[config.mk]
export PLATFORM = sky130hd
export DESIGN_NAME = irq_prio_resolver
export DESIGN_NICKNAME = d
export VERILOG_FILES = /design/src/rtl/irq_prio_pkg.sv /design/src/rtl/irq_level_map.sv /design/src/rtl/irq_arbiter.sv /design/src/rtl/irq_isr_stack.sv /design/src/rtl/irq_prio_resolver.sv
export SDC_FILE = /design/constraint.sdc
export NUM_CORES = 1
export LEC_CHECK = 0
export BUFFER_PORTS_ARGS = -buffer_cell sky130_fd_sc_hd__buf_2
export CAP_MARGIN = 40
export CORE_MARGIN = 1
export CORE_UTILIZATION = 57
export DETAILED_ROUTE_END_ITERATION = 8
export GPL_TIMING_DRIVEN = 0
export PLACE_DENSITY = 0.79
export SLEW_MARGIN = 15
export SYNTH_ARGS = -nofsm -noshare
export SYNTH_HDL_FRONTEND = slang
export SYNTH_SLANG_ARGS = --single-unit
[constraint.sdc]
create_clock -name clk -period 2.2 [get_ports clk]
set_input_delay 0.22 -clock clk [delete_from_list [all_inputs] [get_ports clk]]
set_output_delay 0.22 -clock clk [all_outputs]
set_load 0.01 [all_outputs]
[src/rtl/irq_prio_pkg.sv]
package irq_prio_pkg;
  localparam int NUM_GRP = 6;
  localparam int NUM_SRC = 11;
  localparam int NUM_LVL = 4;
  localparam int LVL_W   = $clog2(NUM_LVL);
  localparam int SRC_W   = $clog2(NUM_SRC);
endpackage

[src/rtl/irq_level_map.sv]
module irq_level_map
  import irq_prio_pkg::*;
#(
  parameter int GRP = NUM_GRP,
  parameter int SRC = NUM_SRC
) (
  input  logic                      clk,
  input  logic                      rst_n,
  input  logic                      wr_lo,
  input  logic                      wr_hi,
  input  logic [GRP-1:0]            wdata,
  output logic [SRC-1:0][LVL_W-1:0] src_lvl
);
  logic [GRP-1:0] lo_q, lo_d;
  logic [GRP-1:0] hi_q, hi_d;

  always_comb begin
    lo_d = lo_q;
    hi_d = hi_q;
    if (wr_lo) lo_d = wdata;
    if (wr_hi) hi_d = wdata;
  end

  always_ff @(posedge clk or negedge rst_n) begin
    if (!rst_n) begin
      lo_q <= '0;
      hi_q <= '0;
    end else begin
      if (wr_lo) lo_q <= lo_d;
      if (wr_hi) hi_q <= hi_d;
    end
  end

  // two sources per group, group index = source / 2
  for (genvar s = 0; s < SRC; s++) begin : g_map
    assign src_lvl[s] = {hi_q[s/2], lo_q[s/2]};
  end

  assert_wr_lo_R2: assert property (@(posedge clk) disable iff (!rst_n)
    wr_lo |=> (lo_q == $past(wdata)));
  assert_wr_hi_R2: assert property (@(posedge clk) disable iff (!rst_n)
    wr_hi |=> (hi_q == $past(wdata)));
endmodule

[src/rtl/irq_arbiter.sv]
module irq_arbiter
  import irq_prio_pkg::*;
#(
  parameter int SRC = NUM_SRC,
  parameter int LVL = NUM_LVL
) (
  input  logic [SRC-1:0]            req,
  input  logic [SRC-1:0][LVL_W-1:0] src_lvl,
  input  logic [LVL-1:0]            allow,
  output logic                      win_valid,
  output logic [SRC_W-1:0]          win_src,
  output logic [LVL_W-1:0]          win_lvl
);
  // Highest level first; lowest index first within a level (polling order).
  always_comb begin
    win_valid = 1'b0;
    win_src   = '0;
    win_lvl   = '0;
    for (int l = LVL - 1; l >= 0; l--) begin
      for (int s = 0; s < SRC; s++) begin
        if (!win_valid && req[s] && allow[l] && (src_lvl[s] == LVL_W'(l))) begin
          win_valid = 1'b1;
          win_src   = SRC_W'(s);
          win_lvl   = LVL_W'(l);
        end
      end
    end
  end
endmodule

[src/rtl/irq_isr_stack.sv]
module irq_isr_stack
  import irq_prio_pkg::*;
#(
  parameter int LVL = NUM_LVL
) (
  input  logic             clk,
  input  logic             rst_n,
  input  logic             reti,
  input  logic             grant,
  input  logic [LVL_W-1:0] grant_lvl,
  output logic [LVL-1:0]   isr_q,
  output logic [LVL-1:0]   allow
);
  logic [LVL-1:0] eff;
  logic [LVL-1:0] isr_d;
  logic           popped;
  logic           above;

  // pop innermost level before eligibility is judged
  always_comb begin
    eff    = isr_q;
    popped = 1'b0;
    if (reti) begin
      for (int l = LVL - 1; l >= 0; l--) begin
        if (!popped && isr_q[l]) begin
          eff[l] = 1'b0;
          popped = 1'b1;
        end
      end
    end
  end

  // a level is allowed only when no bit at or above it is active
  always_comb begin
    allow = '0;
    for (int l = 0; l < LVL; l++) begin
      above = 1'b0;
      for (int k = l; k < LVL; k++) above = above | eff[k];
      allow[l] = ~above;
    end
  end

  always_comb begin
    isr_d = eff;
    if (grant) isr_d[grant_lvl] = 1'b1;
  end

  always_ff @(posedge clk or negedge rst_n) begin
    if (!rst_n) isr_q <= '0;
    else if (reti || grant) isr_q <= isr_d;
  end

  assert_keep_bits_R7: assert property (@(posedge clk) disable iff (!rst_n)
    !reti |=> ((isr_q & $past(isr_q)) == $past(isr_q)));
  assert_pop_one_R7: assert property (@(posedge clk) disable iff (!rst_n)
    (reti && !grant && (isr_q != '0)) |=>
      ($countones(isr_q) == $countones($past(isr_q)) - 1));
  assert_set_level_R6: assert property (@(posedge clk) disable iff (!rst_n)
    grant |=> isr_q[$past(grant_lvl)]);
endmodule

[src/rtl/irq_prio_resolver.sv]
module irq_prio_resolver
  import irq_prio_pkg::*;
#(
  parameter int GRP = NUM_GRP,
  parameter int SRC = NUM_SRC,
  parameter int LVL = NUM_LVL
) (
  input  logic             clk,
  input  logic             rst_n,
  input  logic             irq_en,
  input  logic [SRC-1:0]   req,
  input  logic             pri_wr_lo,
  input  logic             pri_wr_hi,
  input  logic [GRP-1:0]   pri_wdata,
  input  logic             reti,
  output logic             vec_req,
  output logic [SRC_W-1:0] vec_src,
  output logic [LVL-1:0]   in_service
);
  logic [SRC-1:0][LVL_W-1:0] src_lvl;
  logic [SRC-1:0]            req_m;
  logic [LVL-1:0]            allow;
  logic                      win_valid;
  logic [SRC_W-1:0]          win_src;
  logic [LVL_W-1:0]          win_lvl;
  logic                      vec_req_d;
  logic [SRC_W-1:0]          vec_src_d;

  assign req_m = req & {SRC{irq_en}};

  irq_level_map #(.GRP(GRP), .SRC(SRC)) i_level_map (
    .clk(clk), .rst_n(rst_n), .wr_lo(pri_wr_lo), .wr_hi(pri_wr_hi),
    .wdata(pri_wdata), .src_lvl(src_lvl)
  );

  irq_arbiter #(.SRC(SRC), .LVL(LVL)) i_arbiter (
    .req(req_m), .src_lvl(src_lvl), .allow(allow),
    .win_valid(win_valid), .win_src(win_src), .win_lvl(win_lvl)
  );

  irq_isr_stack #(.LVL(LVL)) i_isr_stack (
    .clk(clk), .rst_n(rst_n), .reti(reti), .grant(win_valid),
    .grant_lvl(win_lvl), .isr_q(in_service), .allow(allow)
  );

  always_comb begin
    vec_req_d = win_valid;
    vec_src_d = vec_src;
    if (win_valid) vec_src_d = win_src;
  end

  always_ff @(posedge clk or negedge rst_n) begin
    if (!rst_n) begin
      vec_req <= 1'b0;
      vec_src <= '0;
    end else begin
      vec_req <= vec_req_d;
      if (win_valid) vec_src <= vec_src_d;
    end
  end

  assert_win_pending_R3: assert property (@(posedge clk) disable iff (!rst_n)
    win_valid |-> req_m[win_src]);
  assert_win_allowed_R5: assert property (@(posedge clk) disable iff (!rst_n)
    win_valid |-> allow[win_lvl]);
  assert_no_grant_disabled_R9: assert property (@(posedge clk) disable iff (!rst_n)
    !irq_en |=> !vec_req);
  assert_src_hold_R6: assert property (@(posedge clk) disable iff (!rst_n)
    !win_valid |=> $stable(vec_src));
endmodule

==> out/metrics.cfg <==
[status]
status = complete, but fails checks
failed_checks = setup timing

[grt]
grt_max_degree = 22
grt.total_usage_pct = 32.8
grt_pass1_vias = 1846
overflow = 0
grt_pass1_wl_um = 8710
antenna_found_initial = 0

[floorplan]
fp.dieH_um = 60.0
ios = 32
die_w_um = 60.0
start_util_pct = 61.2
rows = 20
dieArea_mm2 = 0.00360
coreArea_mm2 = 0.00313

[power_and_ir_drop]
p_seq_share_pct = 34.3
swShare_pct = 43.4
power_switching_mw = 0.741
p_int_mw = 0.965
p_leak_nw = 0.949
pwr-share-comb_pct = 53.8
power_density_mw_per_mm2 = 733
pwr-share-clk_pct = 11.9
ir_worst_vdd_mv = 0.515

[clock_network]
numCtsBuffers = 3
clockBufferDepth = 2
clock_latency_ns = 0.32
cts_num_sinks = 21
cts.htree.levels = 1
root_buffer = clkbuf_4
clk_pin_slew_worst_paths_ns = 0.14
cts_tree = built

[setup_path]
crit_fanout = 11
cp_data_required_time_ns = 2.38
crit_arrival_ns = 2.39
path_buf_inv = 0
crit_slowest_cell = dfrtp_2
critPathCaptureType = flip-flop
crit_path_start_kind = flip-flop
timing.rr.start = i_isr_stack.isr_q[2]$_DFFE_PN0P_
reg2reg_depth = 7
regToRegSetupSlack_ns = -0.003
cp_slowest_stage_delay_ns = 0.49
crit_chain = and2b_2, a2111oi_4, a211oi_2, nand4_4, a2111oi_4, nor3_2, o2111ai_1
critical-path-top-delay-family = compound AO/OA/AOI/OAI gates
cp_common_cell = a2111oi_4
path_class = reg -> reg
r2r-end = vec_src[0]$_DFFE_PN0N_
crit_start = i_isr_stack.isr_q[2]$_DFFE_PN0P_

[timing]
finClkSkew_ns = 0.0159
post-route-min-period_ns = 2.20
drv_slew = 0
setup_viol = 1
setup_slack_ns = -0.00320
max_slew_margin_pct = 65.9
fmax_mhz = 454
hold_violations = 0
rsz0062_at_grt = true
worst_pin_slew_ns = 0.511
finalCritPeriodShare_pct = 100

[final_layout]
final_core_util_pct = 74.4
final_cell_mix = 30 x buf_2, 28 x nand2_1, 20 x dfrtp_1, 15 x o21ai_0, 15 x nor2_1
syn_to_final_growth_pct = 21.4
drive_gt1_share_pct = 31.9
fin_cells = 317
nets = 297
finalInstanceArea_mm2 = 0.00233
diodes = 0
final_common_cell = buf_2

[drt]
drt-initial-drc-count = 159
vias = 2068
drc_errors = 0
dr.pass1.iters = 5
ant_nets = 0
drt-total-wl_um = 5690
vias_per_cell = 6.52
avgRoutedWirePerCell_um = 17.9

[logic_synthesis]
synth_seq_area_share_pct = 27.4
synth_cell_types = 61
avgSynthCellArea_um2 = 8.40
yosys_warnings = 0
netlist_area_mm2 = 0.00192
synthArstFlopShare_pct = 100
synth_cells = 228
synthFlopType = dfrtp_1
synth_edf_count = 0
synth_nets = 251
ys_ff_latch = 21

[min_path]
worstHoldStart = pri_wdata[3]
holdCritPathClass = in -> reg
holdPathEnd = i_level_map.lo_q[3]$_DFFE_PN0P_
whs_path_depth = 2

[placement]
place_congestion = 0.996
place_area_mm2 = 0.00212
dp.cells = 301
place.port_buffers = 29
hpwlAfterDp_um = 4140

[job]
maxCapViolCount = 0

==> how the worst max path moves through the flow <==
stage                                   endpoint  slack, ns  depth (start not counted)
after floorplan           vec_src[1]$_DFFE_PN0N_       0.21                          8
after global placement    vec_src[0]$_DFFE_PN0N_      -0.17                          8
after detailed placement  vec_src[0]$_DFFE_PN0N_      -0.12                          8
after CTS                 vec_src[0]$_DFFE_PN0N_     -0.003                          8
after global routing      vec_src[0]$_DFFE_PN0N_      -0.06                          7
final                     vec_src[0]$_DFFE_PN0N_     -0.003                          7
==> per-layer routing <==
metal / global-route usage (%) / vias up / routed length [um] / share of wire (%)
li1: - / 976 / - / -
met1: 45.6 / 941 / 2520 / 44
met2: 48.9 / 128 / 2490 / 44
met3: 5.84 / 23 / 461 / 8.1
met4: 15.6 / 0 / 214 / 3.8
met5: 0 / - / 0 / 0
==> cells by family after synthesis <==
group / synth area share (%)
and+or+nand+nor: 31.5
AOI/OAI and AO/OA: 31.2
DFF: 27.4
buffers and inverters: 3.53
muxes: 5.88
adders and majority gates: 0.523
==> power by group through the flow <==
stage	combinational [mW]	sequential, mW	clock (mW)
floorplan	0.542	0.596	0
finish	0.918	0.585	0.202
detailed placement	0.820	0.566	0
CTS	0.844	0.559	0.200
global route	0.992	0.602	0.215
global placement	0.820	0.562	0
==> synthesized netlist by cell type, drive strengths merged (4+ instances only) <==
cell / n / share of area (%)
a211oi: 4 / 2.1
a21oi: 8 / 2.1
a32oi: 4 / 1.8
and3: 6 / 2.3
buf: 6 / 2.0
dfrtp: 21 / 27
inv: 6 / 1.2
mux2: 10 / 5.9
nand2: 28 / 5.5
nand2b: 8 / 2.6
nand3: 8 / 2.1
nand3b: 6 / 2.4
nand4: 7 / 2.6
nand4b: 4 / 1.8
nor2: 16 / 3.3
nor2b: 6 / 2.0
nor3: 9 / 2.4
nor3b: 5 / 2.2
o21a: 4 / 2.0
o21ai: 17 / 4.4
o22ai: 5 / 2.0
==> stage by stage <==
step           hold slack (ns)  setup WS, ns  power, mW  TNS (ns)
2_1_floorplan          -0.0756         0.207       1.14         0
3_3_place_gp             0.205        -0.171       1.38    -0.231
3_5_place_dp             0.214        -0.116       1.39    -0.120
4_1_cts                  0.134      -0.00275       1.60  -0.00275
5_1_grt                  0.133       -0.0598       1.81   -0.0798
6_report                 0.130      -0.00320       1.71  -0.00320
==> what timing repair did <==
action,in CTS,in global routing
endpoints found under the hold margin,21,0
setup endpoints to repair,2,4
gates resized for setup,5,15
hold buffers,1,0
pin swaps,2,10
gates cloned,1,0
buffers inserted,3,8
==> registers in the layout, summed over array words and instances (netlist names) <==
signal	flops
i_isr_stack.isr_q	4
i_level_map.hi_q	6
i_level_map.lo_q	6
vec_req	1
vec_src	4
==> layout make-up <==
class	instances	area [um2]
buffer	7	50.0
sequential	21	527
fill	242	802
tap	44	55.1
inverter	6	22.5
clock buffer	4	26.3
multi-input combinational	194	1400
timing repair buffer	41	241
Note: power is estimated with default switching activity, not from simulation.
